[src/rtl/pause_tx_pkg.sv]
package pause_tx_pkg;

  localparam logic [47:0] PAUSE_DEST_MAC = 48'h0180C2000001;
  localparam logic [15:0] MAC_CTRL_TYPE  = 16'h8808;
  localparam logic [15:0] PAUSE_OPCODE   = 16'h0001;

  // strobes from control to datapath
  typedef struct packed {
    logic loadReq;   // capture quantum and source address
    logic clrIdx;    // rewind byte index
    logic advIdx;    // step to next byte
  } dpStrobe_t;

  typedef enum logic [1:0] {
    ST_IDLE = 2'd0,
    ST_WAIT = 2'd1,
    ST_SEND = 2'd2
  } txState_t;

endpackage

[src/rtl/pause_tx_ctrl.sv]
module pause_tx_ctrl
  import pause_tx_pkg::*;
(
  input  logic      clk,
  input  logic      rstN,
  input  logic      reqWrite,
  input  logic      txGrant,
  input  logic      txReady,
  input  logic      lastByte,
  output dpStrobe_t strobe,
  output logic      busy,
  output logic      sending
);

  txState_t state, stateNext;

  always_ff @(posedge clk) begin
    if (!rstN) state <= ST_IDLE;
    else       state <= stateNext;
  end

  always_comb begin
    stateNext = state;
    strobe    = '0;
    unique case (state)
      ST_IDLE: begin
        if (reqWrite) begin
          strobe.loadReq = 1'b1;
          strobe.clrIdx  = 1'b1;
          stateNext      = ST_WAIT;
        end
      end
      ST_WAIT: begin
        if (txGrant) stateNext = ST_SEND;
      end
      ST_SEND: begin
        if (txReady) begin
          if (lastByte) stateNext = ST_IDLE;
          else          strobe.advIdx = 1'b1;
        end
      end
      default: stateNext = ST_IDLE;
    endcase
  end

  assign busy    = (state != ST_IDLE);
  assign sending = (state == ST_SEND);

endmodule

[src/rtl/pause_tx_dpath.sv]
module pause_tx_dpath
  import pause_tx_pkg::*;
#(
  parameter int FRAME_BYTES = 60,
  parameter int ADDR_W      = 48,
  parameter int TIME_W      = 16
) (
  input  logic              clk,
  input  logic              rstN,
  input  dpStrobe_t         strobe,
  input  logic [TIME_W-1:0] wrTime,
  input  logic [ADDR_W-1:0] stationAddr,
  output logic [7:0]        byteOut,
  output logic              firstByte,
  output logic              lastByte
);

  localparam int HDR_W     = 2 * ADDR_W + 32 + TIME_W;
  localparam int HDR_BYTES = HDR_W / 8;
  localparam int IDX_W     = $clog2(FRAME_BYTES);

  logic [TIME_W-1:0] quantum;
  logic [ADDR_W-1:0] srcAddr;
  logic [IDX_W-1:0]  byteIdx;
  logic [HDR_W-1:0]  header;
  logic [7:0]        hdrByte [HDR_BYTES];

  always_ff @(posedge clk) begin
    if (!rstN) begin
      quantum <= '0;
      srcAddr <= '0;
    end else if (strobe.loadReq) begin
      quantum <= wrTime;
      srcAddr <= stationAddr;
    end
  end

  always_ff @(posedge clk) begin
    if (!rstN)              byteIdx <= '0;
    else if (strobe.clrIdx) byteIdx <= '0;
    else if (strobe.advIdx) byteIdx <= byteIdx + 1'b1;
  end

  assign header = {PAUSE_DEST_MAC[ADDR_W-1:0], srcAddr, MAC_CTRL_TYPE, PAUSE_OPCODE, quantum};

  // split header into bytes, most significant first
  for (genvar g = 0; g < HDR_BYTES; g++) begin : g_hdr
    assign hdrByte[g] = header[HDR_W-1-8*g -: 8];
  end

  always_comb begin
    byteOut = 8'h00;
    for (int i = 0; i < HDR_BYTES; i++) begin
      if (byteIdx == IDX_W'(i)) byteOut = hdrByte[i];
    end
  end

  assign firstByte = (byteIdx == '0);
  assign lastByte  = (byteIdx == IDX_W'(FRAME_BYTES - 1));

endmodule

[src/rtl/pause_tx_gen.sv]
module pause_tx_gen
  import pause_tx_pkg::*;
#(
  parameter int FRAME_BYTES = 60,
  parameter int ADDR_W      = 48,
  parameter int TIME_W      = 16
) (
  input  logic              clk,
  input  logic              rstN,
  input  logic              cfgWrEn,
  input  logic [TIME_W:0]   cfgWrData,
  input  logic [ADDR_W-1:0] stationAddr,
  input  logic              txGrant,
  output logic              busy,
  output logic              txValid,
  output logic [7:0]        txData,
  output logic              txSof,
  output logic              txEof,
  input  logic              txReady
);

  dpStrobe_t strobe;
  logic      firstByte, lastByte, sending;

  pause_tx_ctrl uCtrl (
    .clk      (clk),
    .rstN     (rstN),
    .reqWrite (cfgWrEn & cfgWrData[TIME_W]),
    .txGrant  (txGrant),
    .txReady  (txReady),
    .lastByte (lastByte),
    .strobe   (strobe),
    .busy     (busy),
    .sending  (sending)
  );

  pause_tx_dpath #(
    .FRAME_BYTES (FRAME_BYTES),
    .ADDR_W      (ADDR_W),
    .TIME_W      (TIME_W)
  ) uDpath (
    .clk         (clk),
    .rstN        (rstN),
    .strobe      (strobe),
    .wrTime      (cfgWrData[TIME_W-1:0]),
    .stationAddr (stationAddr),
    .byteOut     (txData),
    .firstByte   (firstByte),
    .lastByte    (lastByte)
  );

  assign txValid = sending;
  assign txSof   = sending & firstByte;
  assign txEof   = sending & lastByte;

endmodule

[config.mk]
export PLATFORM = sky130hd
export DESIGN_NAME = pause_tx_gen
export DESIGN_NICKNAME = d
export VERILOG_FILES = /design/src/rtl/pause_tx_pkg.sv /design/src/rtl/pause_tx_ctrl.sv /design/src/rtl/pause_tx_dpath.sv /design/src/rtl/pause_tx_gen.sv
export SDC_FILE = /design/constraint.sdc
export NUM_CORES = 1
export LEC_CHECK = 0
export ABC_AREA = 1
export CORE_ASPECT_RATIO = 0.7
export CORE_MARGIN = 2
export CORE_UTILIZATION = 30
export DETAILED_ROUTE_END_ITERATION = 6
export GPL_ROUTABILITY_DRIVEN = 0
export PLACE_DENSITY = 0.52
export SYNTH_ARGS = -nofsm -noshare
export SYNTH_HDL_FRONTEND = slang
export SYNTH_SLANG_ARGS = --single-unit
export TNS_END_PERCENT = 1
[constraint.sdc]
create_clock -name clk -period 5 [get_ports clk]
set_input_delay 0.75 -clock clk [delete_from_list [all_inputs] [get_ports clk]]
set_output_delay 0.75 -clock clk [all_outputs]
set_load 0.1 [all_outputs]
# Word level (Yosys, flattened, before mapping)
# Cells that the tools add are included.
classes:
  reduce_logical: 5
  eq_ne: 24
  n_addsub: 1
  mux: 28
  n_bitwise: 4
ops:
  columns: ["op", "count"]
  rows:
  - ["8-bit 2-to-1 mux", 17]
  - ["6-bit by 4-bit == test with 1-bit output (second input constant)", 8]
  - ["6-bit by 3-bit == test with 1-bit output (second input constant)", 4]
  - ["6-bit by 2-bit == test with 1-bit output (second input constant)", 2]
  - ["6-bit by 5-bit == test with 1-bit output (second input constant)", 2]
  - ["2-bit 2-to-1 mux", 6]
  - ["6-bit by 1-bit adder with 6-bit output (second input constant)", 1]
  - ["6-bit by 1-bit == test with 1-bit output (second input constant)", 1]
  - ["6-bit == test (second input constant)", 1]
  - ["6-bit logical NOT", 1]
  - ["2-bit inequality test (second input constant)", 3]
  - ["2-bit case mux with 3 select lines", 1]
  - ["1-bit 2-to-1 mux", 4]
  - ["4-bit AND reduction", 1]
  - ["1-bit AND", 3]
  - ["2-bit by 1-bit == test with 1-bit output (second input constant)", 1]
  - ["2-bit == test (second input constant)", 1]
  - ["2-bit logical NOT", 1]
  - ["2-bit by 1-bit inequality test with 1-bit output (second input constant)", 1]
  - ["2-bit nonzero test", 1]
  - ["2-bit OR reduction", 1]
  - ["1-bit NOT", 1]
totals:
  wordCells: 66
  input_bits: 70
  out_inout_bits: 12
  ff_bits: 72

# Depth between registers and ports, before layout
# Gate-level depths: netlist (run 1).
logic_depth:
  word_depth: 19
  mapped_depth: 14
  depth_no_buf: 14

# Cells and area by module
# A second synthesis (run 1) with hierarchy kept.
hier_totals:
  cells_unflattened: 520
  hier_area_um2: 3468.3
by_module_without_submodules:
  columns: ["mod", "cells_per_inst", "area_per_inst_um2", "n_inst", "seq_area_each_um2"]
  rows:
  - ["pause_tx_dpath", 488, 3304.4, 1, 1401.3]
  - ["pause_tx_ctrl", 26, 141.4, 1, 40.0]
  - ["pause_tx_gen", 6, 22.5, 1, 0.0]

# Worst setup path after synthesis (run 1)
# Ideal clock, no wire load.
synth_timing:
  path_kind: "reg2out"
  startpoint: "register uCtrl.state[1]"
  endpoint: "output txSof"
  n_path_buf: 0
  required_ns: 4.250
  stages_incl_launch_ff: 5
  t_arrival_ns: 3.961
  setup_slack_ns: 0.289
  path_cell_list: "dfxtp_1 > inv_1 > nor2_1 > inv_1 > nor3_1"
synth_between:
  elab_chain_cells: 2
synth_lines:
  columns: ["element", "line", "text"]
  rows:
  - ["start, declared", "pause_tx_ctrl.sv:15", "txState_t state, stateNext;"]
  - ["start signal, assigned", "pause_tx_ctrl.sv:19", "else state <= stateNext;"]
  - ["2-bit == test", "pause_tx_ctrl.sv:47", "assign sending = (state == ST_SEND);"]
  - ["net txValid", "pause_tx_gen.sv:15", "output logic txValid,"]
  - ["1-bit AND", "pause_tx_gen.sv:53", "assign txSof = sending & firstByte;"]
  - ["end, declared", "pause_tx_gen.sv:17", "output logic txSof,"]
# The timed path passes the listed nets, and every way through them passes these cells.

# Worst setup path in the final report (run 1)
layout_timing:
  startpoint: "register uDpath.byteIdx[0]"
  endpoint: "output txData[2]"
layout_between:
  elab_chain_cells: 17
  elab_cells_between_ends: 32
  classes_between: "16 x eq/ne; 16 x mux"
layout_lines:
  columns: ["element", "line", "text"]
  rows:
  - ["start, declared", "pause_tx_dpath.sv:24", "logic [IDX_W-1:0] byteIdx;"]
  - ["start signal, assigned", "pause_tx_dpath.sv:41", "else if (strobe.advIdx) byteIdx <= byteIdx + 1'b1;"]
  - ["6-bit by 2-bit == test with 1-bit output", "pause_tx_dpath.sv:54", "if (byteIdx == IDX_W'(i)) byteOut = hdrByte[i];"]
  - ["8-bit 2-to-1 mux (15 in a row)", "pause_tx_dpath.sv:54", null]
  - ["8-bit 2-to-1 mux (*)", "pause_tx_dpath.sv:54", null]
  - ["end, declared", "pause_tx_gen.sv:16", "output logic [7:0] txData,"]
# Mark *: on every way between the ends. The rest lies on a longest branch, timed or not.

==> metrics.txt, run 1 <==
# TYPE chip_impl_metric gauge
chip_impl_metric{name="total_number_of_nets_in_the_final_design",unit=""} 654
chip_impl_metric{name="cts_htree_levels",unit=""} 3
chip_impl_metric{name="worstPathRequired",unit="ns"} 4.25
chip_impl_metric{name="dp.final_hpwl",unit="um"} 7210
chip_impl_info{name="cp_cell_sequence",value="inv_1 > ha_1 > nand2_2 > nor2_2 > nand2_1 > nand4_1 > o211ai_1 > a21oi_1 > nor2_1 > nor2_1 > clkdlybuf4s50_1"} 1
chip_impl_metric{name="insertion_delay",unit="ns"} 0.34
chip_impl_metric{name="std_cell_rows",unit=""} 32
chip_impl_metric{name="timing.max_cap.violations",unit=""} 0
chip_impl_metric{name="io-pin-count",unit=""} 82
chip_impl_metric{name="clkSinkCount",unit=""} 72
chip_impl_metric{name="drt-initial-drc-count",unit=""} 176
chip_impl_info{name="crit_path_start_kind",value="flop"} 1
chip_impl_info{name="rsz0062_at_grt",value="no"} 1
chip_impl_metric{name="antenna_found_initial",unit=""} 0
chip_impl_info{name="worst_path_most_repeated_cell",value="sky130_fd_sc_hd__nor2_1"} 1
chip_impl_metric{name="peakVddDrop",unit="mV"} 0.183
chip_impl_metric{name="die-width",unit="um"} 132
chip_impl_metric{name="start_util",unit=""} 0.310
chip_impl_info{name="hold_path_class",value="reg -> reg"} 1
chip_impl_info{name="run_status",value="finished, final reports clean"} 1
chip_impl_metric{name="n_fill_cell",unit=""} 1204
chip_impl_metric{name="timing.final.crit_period",unit="ns"} 4.05
chip_impl_metric{name="setup_violations",unit=""} 0
chip_impl_metric{name="ctsResizeCount",unit=""} 0
chip_impl_metric{name="finalSetupTns",unit="ns"} 0
chip_impl_metric{name="cts_post_setup_buffers_inserted",unit=""} 0
chip_impl_metric{name="hold_ws",unit="ns"} 0.466
chip_impl_metric{name="coreArea",unit="mm2"} 0.0111
chip_impl_metric{name="worst_slew_margin_rel",unit=""} 0.350
chip_impl_metric{name="cp_max_fanout",unit=""} 8
chip_impl_metric{name="syn-instance-count",unit=""} 507
chip_impl_metric{name="die_outline_area",unit="mm2"} 0.0123
chip_impl_metric{name="syn_avg_cell_area",unit="um2"} 6.75
chip_impl_metric{name="postSynthNetCount",unit=""} 581
chip_impl_metric{name="synth_seq_cells",unit=""} 72
chip_impl_metric{name="globalRoute.totalOverflow",unit=""} 0
chip_impl_metric{name="ctsLongestPathBuffers",unit=""} 2
chip_impl_metric{name="postRouteAntennaNets",unit=""} 0
chip_impl_metric{name="drt_drc_violations_left",unit=""} 0
chip_impl_metric{name="ctsHoldBuffers",unit=""} 0
chip_impl_metric{name="yosysWarningCount",unit=""} 0
chip_impl_metric{name="drt-pass1-iter-count",unit=""} 4
chip_impl_metric{name="power_density",unit="mW/mm2"} 323
chip_impl_metric{name="timing.fmax",unit="MHz"} 247
chip_impl_metric{name="max_slew.worst_pin.slew",unit="ns"} 0.972
chip_impl_metric{name="worst_setup_hold_path_clk_slew",unit="ns"} 0.06
chip_impl_metric{name="timing_hold_violations_final",unit=""} 0
chip_impl_info{name="synth_area_leaders",value="sky130_fd_sc_hd__dfxtp_1 (42%), sky130_fd_sc_hd__nor2_1 (17%), sky130_fd_sc_hd__o21ai_0 (11%), sky130_fd_sc_hd__nand2_1 (7.1%), sky130_fd_sc_hd__a21oi_1 (3.5%)"} 1
chip_impl_metric{name="grt_max_degree",unit=""} 69
chip_impl_metric{name="via_per_inst",unit=""} 4.63
chip_impl_metric{name="numCtsBuffers",unit=""} 9
chip_impl_metric{name="via_count",unit=""} 3420
chip_impl_metric{name="fp.dieH",unit="um"} 93.4
chip_impl_metric{name="insertedDiodeCount",unit=""} 0
chip_impl_metric{name="synth_cell_types",unit=""} 28
chip_impl_info{name="standard_cell_with_the_maximum_stage_delay_on_the_critical_path",value="sky130_fd_sc_hd__clkdlybuf4s50_1"} 1
chip_impl_info{name="clk_root_buffer_cell",value="sky130_fd_sc_hd__clkbuf_16"} 1
chip_impl_metric{name="groute.usage.overall",unit=""} 0.165
chip_impl_metric{name="portBuffers",unit=""} 81
chip_impl_info{name="cp-end-kind",value="primary output"} 1
chip_impl_metric{name="critical-path-max-stage-delay",unit="ns"} 1.14
chip_impl_metric{name="syn_area",unit="mm2"} 0.00342
chip_impl_metric{name="ys_seq_area_frac",unit=""} 0.421
chip_impl_metric{name="period_share",unit=""} 0.811
chip_impl_metric{name="area_delta_synth_final",unit="%"} 36.5
chip_impl_metric{name="final-max-slew-violation-count",unit=""} 0
chip_impl_metric{name="routed_wl",unit="um"} 9580
chip_impl_metric{name="grt_pass1_wl",unit="um"} 16000
chip_impl_metric{name="vias_in_the_first_global_route",unit=""} 3266
chip_impl_metric{name="synthDominantCellAreaShare",unit=""} 0.421
chip_impl_info{name="synth_area_leader_cell",value="sky130_fd_sc_hd__dfxtp_1"} 1
chip_impl_info{name="cts_tree",value="built"} 1
chip_impl_metric{name="static-leakage-power",unit="nW"} 1.91
chip_impl_metric{name="wl_per_cell",unit="um"} 13.0
chip_impl_metric{name="drive_above_1_share",unit=""} 0.0769
chip_impl_metric{name="skew",unit="ns"} 0.00359
chip_impl_metric{name="timing.critical_path.arrival",unit="ns"} 3.30
chip_impl_info{name="timing.setup.critical_path_class",value="reg -> out"} 1
[per-stage QoR]
step / cell area [um2] / instances / total power [W] / setup WS, ns / utilization
6_report: 4670 / 738 / 0.00151 / 0.947 / 0.423
5_1_grt: 4670 / 738 / 0.00158 / 0.682 / 0.423
4_1_cts: 4670 / 738 / 0.00152 / 0.928 / 0.423
3_5_place_dp: 4370 / 722 / 0.000868 / 1.30 / 0.395
3_3_place_gp: 4370 / 722 / 0.000866 / 1.37 / 0.395
2_1_floorplan: 3420 / 507 / 0.000773 / 0.289 / -
[sequential cells by signal, summed over array words and instances, names as in the netlist]
register,flops
uCtrl.state,2
uDpath.byteIdx,6
uDpath.srcAddr,48
uDpath.quantum,16
[cells in the final DEF (no fill, tap or decap)]
master / instances
sky130_fd_sc_hd__a21oi_1: 24
sky130_fd_sc_hd__a21oi_2: 2
sky130_fd_sc_hd__a31oi_1: 2
sky130_fd_sc_hd__buf_4: 3
sky130_fd_sc_hd__bufinv_16: 1
sky130_fd_sc_hd__clkbuf_16: 9
sky130_fd_sc_hd__clkbuf_8: 1
sky130_fd_sc_hd__clkdlybuf4s50_1: 81
sky130_fd_sc_hd__clkinv_2: 1
sky130_fd_sc_hd__clkinv_4: 1
sky130_fd_sc_hd__clkinvlp_4: 2
sky130_fd_sc_hd__dfxtp_1: 72
sky130_fd_sc_hd__ha_1: 4
sky130_fd_sc_hd__inv_1: 24
sky130_fd_sc_hd__inv_2: 9
sky130_fd_sc_hd__inv_6: 1
sky130_fd_sc_hd__nand2_1: 65
sky130_fd_sc_hd__nand2_2: 1
sky130_fd_sc_hd__nand2_4: 2
sky130_fd_sc_hd__nand3_1: 12
sky130_fd_sc_hd__nand3_2: 2
sky130_fd_sc_hd__nand3b_1: 1
sky130_fd_sc_hd__nand4_1: 10
sky130_fd_sc_hd__nor2_1: 159
sky130_fd_sc_hd__nor2_2: 2
sky130_fd_sc_hd__nor2_4: 6
sky130_fd_sc_hd__nor2_8: 1
sky130_fd_sc_hd__nor3_1: 3
sky130_fd_sc_hd__nor3_2: 1
sky130_fd_sc_hd__nor4_1: 1
sky130_fd_sc_hd__o211ai_1: 5
sky130_fd_sc_hd__o21ai_0: 73
sky130_fd_sc_hd__o21ai_1: 2
sky130_fd_sc_hd__or2_0: 1
sky130_fd_sc_hd__or2_1: 1
[power by group]
group / leakage (nW) / switching, W / internal [W]
combinational: 1.17 / 0.000119 / 0.0000928
sequential: 0.592 / 0.0000265 / 0.000617
clock: 0.145 / 0.000251 / 0.000401
total: 1.91 / 0.000396 / 0.00111
[area by class of cell]
class                           instances  area, um2  share of cell area
Clock inverter                          6       67.6              0.0145
Clock buffer                           10        239              0.0511
Sequential cell                        72       1440               0.308
Tap cell                              153        191              0.0410
Multi-Input combinational cell        380       1780               0.380
Timing Repair Buffer                   84        833               0.178
Inverter                               33        124              0.0265
[cell usage after synthesis]
cell and number:
sky130_fd_sc_hd__nand3_1 13, sky130_fd_sc_hd__nor2_2 2, sky130_fd_sc_hd__o211ai_1 5, sky130_fd_sc_hd__nand2_2 1, sky130_fd_sc_hd__buf_4 1, sky130_fd_sc_hd__nand4_1 10
sky130_fd_sc_hd__clkbuf_1 21, sky130_fd_sc_hd__inv_2 9, sky130_fd_sc_hd__nor3_1 3, sky130_fd_sc_hd__ha_1 4, sky130_fd_sc_hd__nor4_1 1, sky130_fd_sc_hd__nand2_4 2
sky130_fd_sc_hd__nand3_2 1, sky130_fd_sc_hd__a31oi_1 2, sky130_fd_sc_hd__a21oi_2 2, sky130_fd_sc_hd__or2_1 1, sky130_fd_sc_hd__inv_1 24, sky130_fd_sc_hd__dfxtp_1 72
sky130_fd_sc_hd__nor2_4 6, sky130_fd_sc_hd__o21ai_1 2, sky130_fd_sc_hd__o21ai_0 73, sky130_fd_sc_hd__nor2_1 159, sky130_fd_sc_hd__nor3_2 1, sky130_fd_sc_hd__nand3b_1 1
sky130_fd_sc_hd__a21oi_1 24, sky130_fd_sc_hd__nand2_1 65, sky130_fd_sc_hd__or2_0 1, sky130_fd_sc_hd__nor2_8 1
[routing by layer]
metal  share of wire  track usage
met1            0.53        0.233
met2            0.40        0.245
met3           0.054       0.0509
met4           0.011       0.0408
met5               0            0
[cell families (layout without fill, tap and decap cells)]
| kind of cell | after synthesis | count (layout) | share of synthesized area |
|---|---|---|---|
| fa+ha+maj | 4 | 4 | 0.0146 |
| simple gates | 268 | 268 | 0.338 |
| buf+inv | 55 | 133 | 0.0614 |
| flops | 72 | 72 | 0.421 |
| compound gates | 108 | 108 | 0.164 |
[path summary, 6_finish.rpt]
path / start / to / slack [ns] / cells past startpoint
worst min register to register: uDpath.srcAddr[40] / uDpath.srcAddr[40] / 0.47 / 2
worst max-delay path: uDpath.byteIdx[0] / txData[2] / 0.95 / 11
worst max register to register: uCtrl.state[0] / uDpath.byteIdx[1] / 2.91 / 7
worst min-delay path: uDpath.srcAddr[40] / uDpath.srcAddr[40] / 0.47 / 2
[worst max-delay path, delay by kind of cell (launching register included)]
kind,cells,cell delay (ns)
adders and majority gates,1,0.22
DFF,1,0.34
AOI/OAI and AO/OA,2,0.33
and+or+nand+nor,6,0.80
buffers and inverters,2,1.26
Power figures use the tool's default switching activity.
==> run 2, diff against run 1 <==
- clock period: 5 -> 4.1 ns (I/O delays scaled with it)
==> metrics.txt, run 2 (same netlist as run 1, synthesis figures left out) <==
# TYPE chip_impl_metric gauge
chip_impl_metric{name="worstPathRequired",unit="ns"} 3.48
chip_impl_metric{name="die-width",unit="um"} 132
chip_impl_metric{name="ctsLongestPathBuffers",unit=""} 2
chip_impl_metric{name="instances_no_fill",unit=""} 737
chip_impl_metric{name="met1_usage",unit=""} 0.235
chip_impl_metric{name="cts_htree_levels",unit=""} 3
chip_impl_metric{name="timing.fmax",unit="MHz"} 321
chip_impl_metric{name="skew",unit="ns"} 0.00650
chip_impl_metric{name="finalSetupTns",unit="ns"} 0
chip_impl_info{name="most_common_library_cell_in_the_layout_ignoring_fill_and_taps",value="sky130_fd_sc_hd__nor2_1"} 1
chip_impl_metric{name="postRouteAntennaNets",unit=""} 0
chip_impl_metric{name="groute.layer.met2.usage",unit=""} 0.246
chip_impl_metric{name="numPlacedInstances",unit=""} 722
chip_impl_metric{name="static-leakage-power",unit="nW"} 1.95
chip_impl_metric{name="antenna_found_initial",unit=""} 0
chip_impl_info{name="grt-busiest-layer",value="met2"} 1
chip_impl_metric{name="max_slew.worst_pin.slew",unit="ns"} 0.975
chip_impl_metric{name="die_outline_area",unit="mm2"} 0.0123
chip_impl_metric{name="via_per_inst",unit=""} 4.61
chip_impl_metric{name="largest_reg_flops",unit=""} 48
chip_impl_metric{name="start_util",unit=""} 0.310
chip_impl_info{name="timing.setup.critical_path_class",value="reg -> out"} 1
chip_impl_info{name="clk_root_buffer_cell",value="sky130_fd_sc_hd__clkbuf_16"} 1
chip_impl_metric{name="peakVddDrop",unit="mV"} 0.230
chip_impl_info{name="cp-end-kind",value="primary output"} 1
chip_impl_metric{name="drt_drc_violations_left",unit=""} 0
chip_impl_info{name="hold_path_class",value="reg -> reg"} 1
chip_impl_metric{name="drt-pass1-iter-count",unit=""} 4
chip_impl_metric{name="clkSinkCount",unit=""} 72
chip_impl_metric{name="insertedDiodeCount",unit=""} 0
chip_impl_metric{name="via_count",unit=""} 3398
chip_impl_metric{name="grt_pass1_wl",unit="um"} 16200
chip_impl_info{name="crit_path_start_kind",value="flop"} 1
chip_impl_metric{name="timing.critical_path.arrival",unit="ns"} 2.50
chip_impl_metric{name="final-max-slew-violation-count",unit=""} 0
chip_impl_metric{name="setup_violations",unit=""} 0
chip_impl_metric{name="insertion_delay",unit="ns"} 0.34
chip_impl_metric{name="groute.usage.overall",unit=""} 0.167
chip_impl_metric{name="timing_hold_violations_final",unit=""} 0
chip_impl_metric{name="total_number_of_nets_in_the_final_design",unit=""} 654
chip_impl_metric{name="coreArea",unit="mm2"} 0.0111
chip_impl_metric{name="portBuffers",unit=""} 81
chip_impl_info{name="mostFrequentLayoutCells",value="sky130_fd_sc_hd__nor2_1 (159), sky130_fd_sc_hd__o21ai_0 (73), sky130_fd_sc_hd__clkdlybuf4s50_1 (73)"} 1
chip_impl_metric{name="ctsHoldBuffers",unit=""} 0
chip_impl_metric{name="globalRoute.totalOverflow",unit=""} 0
chip_impl_metric{name="fin_total_pwr",unit="W"} 0.00194
chip_impl_metric{name="cp_max_fanout",unit=""} 6
chip_impl_metric{name="io-pin-count",unit=""} 82
chip_impl_metric{name="cts_post_setup_buffers_inserted",unit=""} 0
chip_impl_metric{name="vias_in_the_first_global_route",unit=""} 3252
chip_impl_metric{name="worst_slew_margin_rel",unit=""} 0.348
chip_impl_metric{name="worst_setup_hold_path_clk_slew",unit="ns"} 0.05
chip_impl_metric{name="period_share",unit=""} 0.761
chip_impl_metric{name="fp.dieH",unit="um"} 93.4
chip_impl_metric{name="grt_max_degree",unit=""} 68
chip_impl_info{name="run_status",value="finished, final reports clean"} 1
chip_impl_metric{name="dp.final_hpwl",unit="um"} 7190
chip_impl_metric{name="met3_usage",unit=""} 0.0482
chip_impl_metric{name="power_density",unit="mW/mm2"} 414
chip_impl_metric{name="wl_per_cell",unit="um"} 13.1
chip_impl_metric{name="area_delta_synth_final",unit="%"} 37.1
chip_impl_metric{name="ctsResizeCount",unit=""} 0
chip_impl_info{name="largest-register",value="uDpath.srcAddr"} 1
chip_impl_info{name="rsz0062_at_grt",value="no"} 1
chip_impl_metric{name="timing.final.crit_period",unit="ns"} 3.12
chip_impl_metric{name="std_cell_rows",unit=""} 32
chip_impl_info{name="cts_tree",value="built"} 1
chip_impl_metric{name="routed_wl",unit="um"} 9690
chip_impl_metric{name="numCtsBuffers",unit=""} 9
chip_impl_info{name="reg.largest.list",value="uDpath.srcAddr (48), uDpath.quantum (16), uDpath.byteIdx (6)"} 1
chip_impl_metric{name="timing.max_cap.violations",unit=""} 0
chip_impl_metric{name="drive_above_1_share",unit=""} 0.0908
chip_impl_metric{name="n_fill_cell",unit=""} 1142
chip_impl_metric{name="drt-initial-drc-count",unit=""} 221
-- run 2: per-stage QoR --
step	instance area, um2	worst slack, ns	hold WS [ns]	util
floorplan	3430	0.244	0.430	-
global placement	4350	1.33	0.465	0.394
detailed placement	4350	1.32	0.466	0.394
CTS	4690	0.955	0.474	0.425
global route	4690	0.718	0.497	0.425
finish	4690	0.981	0.470	0.425
-- run 2: final timing paths --
check | start | cells after the start | slack [ns] | end
worst max register to register | uCtrl.state[0] | 6 | 2.30 | uDpath.srcAddr[15]
worst min-delay path | uDpath.srcAddr[41] | 2 | 0.47 | uDpath.srcAddr[41]
worst min register to register | uDpath.srcAddr[41] | 2 | 0.47 | uDpath.srcAddr[41]
worst max-delay path | uDpath.byteIdx[2] | 4 | 0.98 | txSof
-- run 2: per-layer routing --
metal  share of wire  wire length, um
met2            0.41             3930
met1            0.53             5150
met4           0.011              110
met3           0.052              508
met5               0                0
-- run 2: layout make-up --
cell class,instances,area [um2],area share
Inverter,33,124,0.0264
Timing Repair Buffer,84,813,0.173
Clock inverter,5,104,0.0221
Multi-Input combinational cell,380,1780,0.380
Clock buffer,10,239,0.0509
Tap cell,153,191,0.0408
Sequential cell,72,1440,0.307
-- run 2: where the power goes --
part	internal (W)	leakage, nW	switching (W)	total, W
Combinational	0.000113	1.19	0.000146	0.000259
Sequential	0.000753	0.592	0.0000311	0.000784
Clock	0.000608	0.169	0.000291	0.000899
-- run 2: critical path, stage by stage, from the launching register on --
cell and delay, ns:
sky130_fd_sc_hd__dfxtp_1 0.38, sky130_fd_sc_hd__nor2_1 0.33, sky130_fd_sc_hd__inv_1 0.12, sky130_fd_sc_hd__nor3_2 0.18, sky130_fd_sc_hd__clkdlybuf4s50_1 1.15
==> run 3, diff against run 2 <==
- clock period: 4.1 -> 3.15 ns (I/O delays scaled with it)
==> metrics.txt, run 3 (same netlist as run 1, synthesis figures left out) <==
# TYPE chip_impl_metric gauge
chip_impl_metric{name="instances_no_fill",unit=""} 737
chip_impl_metric{name="numCtsBuffers",unit=""} 9
chip_impl_metric{name="groute.usage.overall",unit=""} 0.165
chip_impl_info{name="crit_path_start_kind",value="flop"} 1
chip_impl_metric{name="n_fill_cell",unit=""} 1177
chip_impl_metric{name="drt-initial-drc-count",unit=""} 219
chip_impl_metric{name="worst_slew_margin_rel",unit=""} 0.558
chip_impl_metric{name="postRouteAntennaNets",unit=""} 0
chip_impl_metric{name="worst_setup_hold_path_clk_slew",unit="ns"} 0.06
chip_impl_metric{name="worstPathRequired",unit="ns"} 2.68
chip_impl_metric{name="critical-path-max-stage-delay",unit="ns"} 0.39
chip_impl_info{name="standard_cell_with_the_maximum_stage_delay_on_the_critical_path",value="sky130_fd_sc_hd__dfxtp_1"} 1
chip_impl_metric{name="peakVddDrop",unit="mV"} 0.266
chip_impl_metric{name="cts_post_setup_buffers_inserted",unit=""} 0
chip_impl_metric{name="skew",unit="ns"} 0.00706
chip_impl_metric{name="timing.final.crit_period",unit="ns"} 2.91
chip_impl_metric{name="power_density",unit="mW/mm2"} 482
chip_impl_metric{name="insertedDiodeCount",unit=""} 0
chip_impl_info{name="mostFrequentLayoutCells",value="sky130_fd_sc_hd__nor2_1 (158), sky130_fd_sc_hd__o21ai_0 (73), sky130_fd_sc_hd__dfxtp_1 (72)"} 1
chip_impl_metric{name="globalRoute.totalOverflow",unit=""} 0
chip_impl_metric{name="grt_max_degree",unit=""} 68
chip_impl_metric{name="start_util",unit=""} 0.310
chip_impl_info{name="most_common_library_cell_in_the_layout_ignoring_fill_and_taps",value="sky130_fd_sc_hd__nor2_1"} 1
chip_impl_metric{name="total_number_of_nets_in_the_final_design",unit=""} 655
chip_impl_metric{name="final-max-slew-violation-count",unit=""} 0
chip_impl_metric{name="coreArea",unit="mm2"} 0.0111
chip_impl_info{name="reg.largest.list",value="uDpath.srcAddr (48), uDpath.quantum (16), uDpath.byteIdx (6)"} 1
chip_impl_info{name="rsz0062_at_grt",value="no"} 1
chip_impl_metric{name="wl_per_cell",unit="um"} 13.1
chip_impl_metric{name="period_share",unit=""} 0.925
chip_impl_metric{name="drive_above_1_share",unit=""} 0.103
chip_impl_metric{name="die-width",unit="um"} 132
chip_impl_metric{name="numPlacedInstances",unit=""} 723
chip_impl_metric{name="portBuffers",unit=""} 81
chip_impl_info{name="run_status",value="finished, final reports clean"} 1
chip_impl_metric{name="area_delta_synth_final",unit="%"} 37.8
chip_impl_info{name="critical_r2r_launch",value="uDpath.byteIdx[0]"} 1
chip_impl_info{name="timing.setup.critical_path_class",value="reg -> out"} 1
chip_impl_metric{name="timing.fmax",unit="MHz"} 343
chip_impl_info{name="hold_path_class",value="in -> reg"} 1
chip_impl_metric{name="grt_pass1_wl",unit="um"} 16100
chip_impl_metric{name="timing.critical_path.arrival",unit="ns"} 2.44
chip_impl_info{name="cp-end-kind",value="primary output"} 1
chip_impl_metric{name="timing_hold_violations_final",unit=""} 0
chip_impl_metric{name="drt_drc_violations_left",unit=""} 0
chip_impl_info{name="min_from",value="rstN"} 1
chip_impl_metric{name="io-pin-count",unit=""} 82
chip_impl_metric{name="largest_reg_flops",unit=""} 48
chip_impl_metric{name="vias_in_the_first_global_route",unit=""} 3325
chip_impl_metric{name="die_outline_area",unit="mm2"} 0.0123
chip_impl_metric{name="fin_total_pwr",unit="W"} 0.00227
chip_impl_metric{name="clkSinkCount",unit=""} 72
chip_impl_metric{name="static-leakage-power",unit="nW"} 1.95
chip_impl_metric{name="std_cell_rows",unit=""} 32
chip_impl_metric{name="via_per_inst",unit=""} 4.57
chip_impl_info{name="largest-register",value="uDpath.srcAddr"} 1
chip_impl_metric{name="drt-pass1-iter-count",unit=""} 4
chip_impl_info{name="worst_path_most_repeated_cell",value="sky130_fd_sc_hd__nor2_1"} 1
chip_impl_metric{name="dp.final_hpwl",unit="um"} 7220
chip_impl_metric{name="via_count",unit=""} 3369
chip_impl_metric{name="fp.dieH",unit="um"} 93.4
chip_impl_metric{name="cp_max_fanout",unit=""} 9
chip_impl_metric{name="routed_wl",unit="um"} 9630
chip_impl_metric{name="antenna_found_initial",unit=""} 0
chip_impl_info{name="cts_tree",value="built"} 1
chip_impl_metric{name="cts_htree_levels",unit=""} 3
chip_impl_metric{name="insertion_delay",unit="ns"} 0.33
chip_impl_metric{name="setup_violations",unit=""} 0
chip_impl_metric{name="ctsHoldBuffers",unit=""} 0
chip_impl_info{name="timing_startpoint_of_the_critical_path",value="uDpath.byteIdx[0]"} 1
chip_impl_info{name="clk_root_buffer_cell",value="sky130_fd_sc_hd__clkbuf_16"} 1
chip_impl_metric{name="max_slew.worst_pin.slew",unit="ns"} 0.662
chip_impl_metric{name="ctsLongestPathBuffers",unit=""} 2
chip_impl_metric{name="ctsResizeCount",unit=""} 0
chip_impl_info{name="cp_cell_sequence",value="ha_1 > nand2_4 > nor2_4 > nand2_1 > nand4_1 > o211ai_1 > a21oi_1 > nor2_1 > nor2_1 > buf_12"} 1
chip_impl_metric{name="timing.max_cap.violations",unit=""} 0
==> run 3: changes by cell type in the layout (fill, tap and decap cells not counted), sizes merged <==
| cell | delta |
|---|---|
| buf | +6 |
| clkdlybuf4s50 | -5 |
| bufinv | -3 |
| inv | -1 |
| clkinvlp | +1 |
| clkinv | +2 |
==> run 3: final cells by class <==
cell class                      count  area [um2]  area share
Timing Repair Buffer               85         906       0.192
Tap cell                          153         191      0.0406
Sequential cell                    72        1440       0.306
Inverter                           33         124      0.0263
Clock buffer                       10         239      0.0507
Multi-Input combinational cell    380        1790       0.380
Clock inverter                      4        22.5     0.00477
==> run 3: critical path: cells and delay by family, from the launching register on <==
family	cells	cell delay [ns]
buffers and inverters	1	0.21
adders and majority gates	1	0.37
AOI/OAI and AO/OA	2	0.33
and+or+nand+nor	6	0.81
DFF	1	0.39
==> run 3: per-stage QoR <==
stage                     setup WS (ns)  setup TNS [ns]  instance area, um2  hold slack, ns  utilization
after detailed placement          0.547               0                4450           0.472        0.403
after global routing           0.000166               0                4720           0.444        0.427
final                             0.237               0                4720           0.424        0.427
after floorplan                 -0.0647         -0.0706                3430           0.430            -
after CTS                         0.195               0                4710           0.416        0.426
after global placement            0.643               0                4450           0.466        0.403
==> run 3: power by group <==
group	switching (W)	internal, W
clock network	0.000364	0.000540
registers	0.0000407	0.000980
logic	0.000193	0.000154
==> run 3: worst paths after layout <==
check / end / slack (ns) / cells after the start
worst max-delay path: txData[4] / 0.24 / 10
worst min-delay path: uCtrl.state[0] / 0.42 / 3
worst min register to register: uDpath.srcAddr[40] / 0.47 / 2
worst max register to register: uDpath.byteIdx[5] / 1.30 / 9
==> run 3: routing by layer <==
metal / vias to the layer above / track usage / part of all wire / wire (um)
li1: 1788 / - / - / -
met4: 0 / 0.0371 / 0.0073 / 70
met3: 7 / 0.0482 / 0.044 / 428
met1: 1511 / 0.234 / 0.54 / 5230
met2: 63 / 0.247 / 0.41 / 3900
met5: - / 0 / 0 / 0
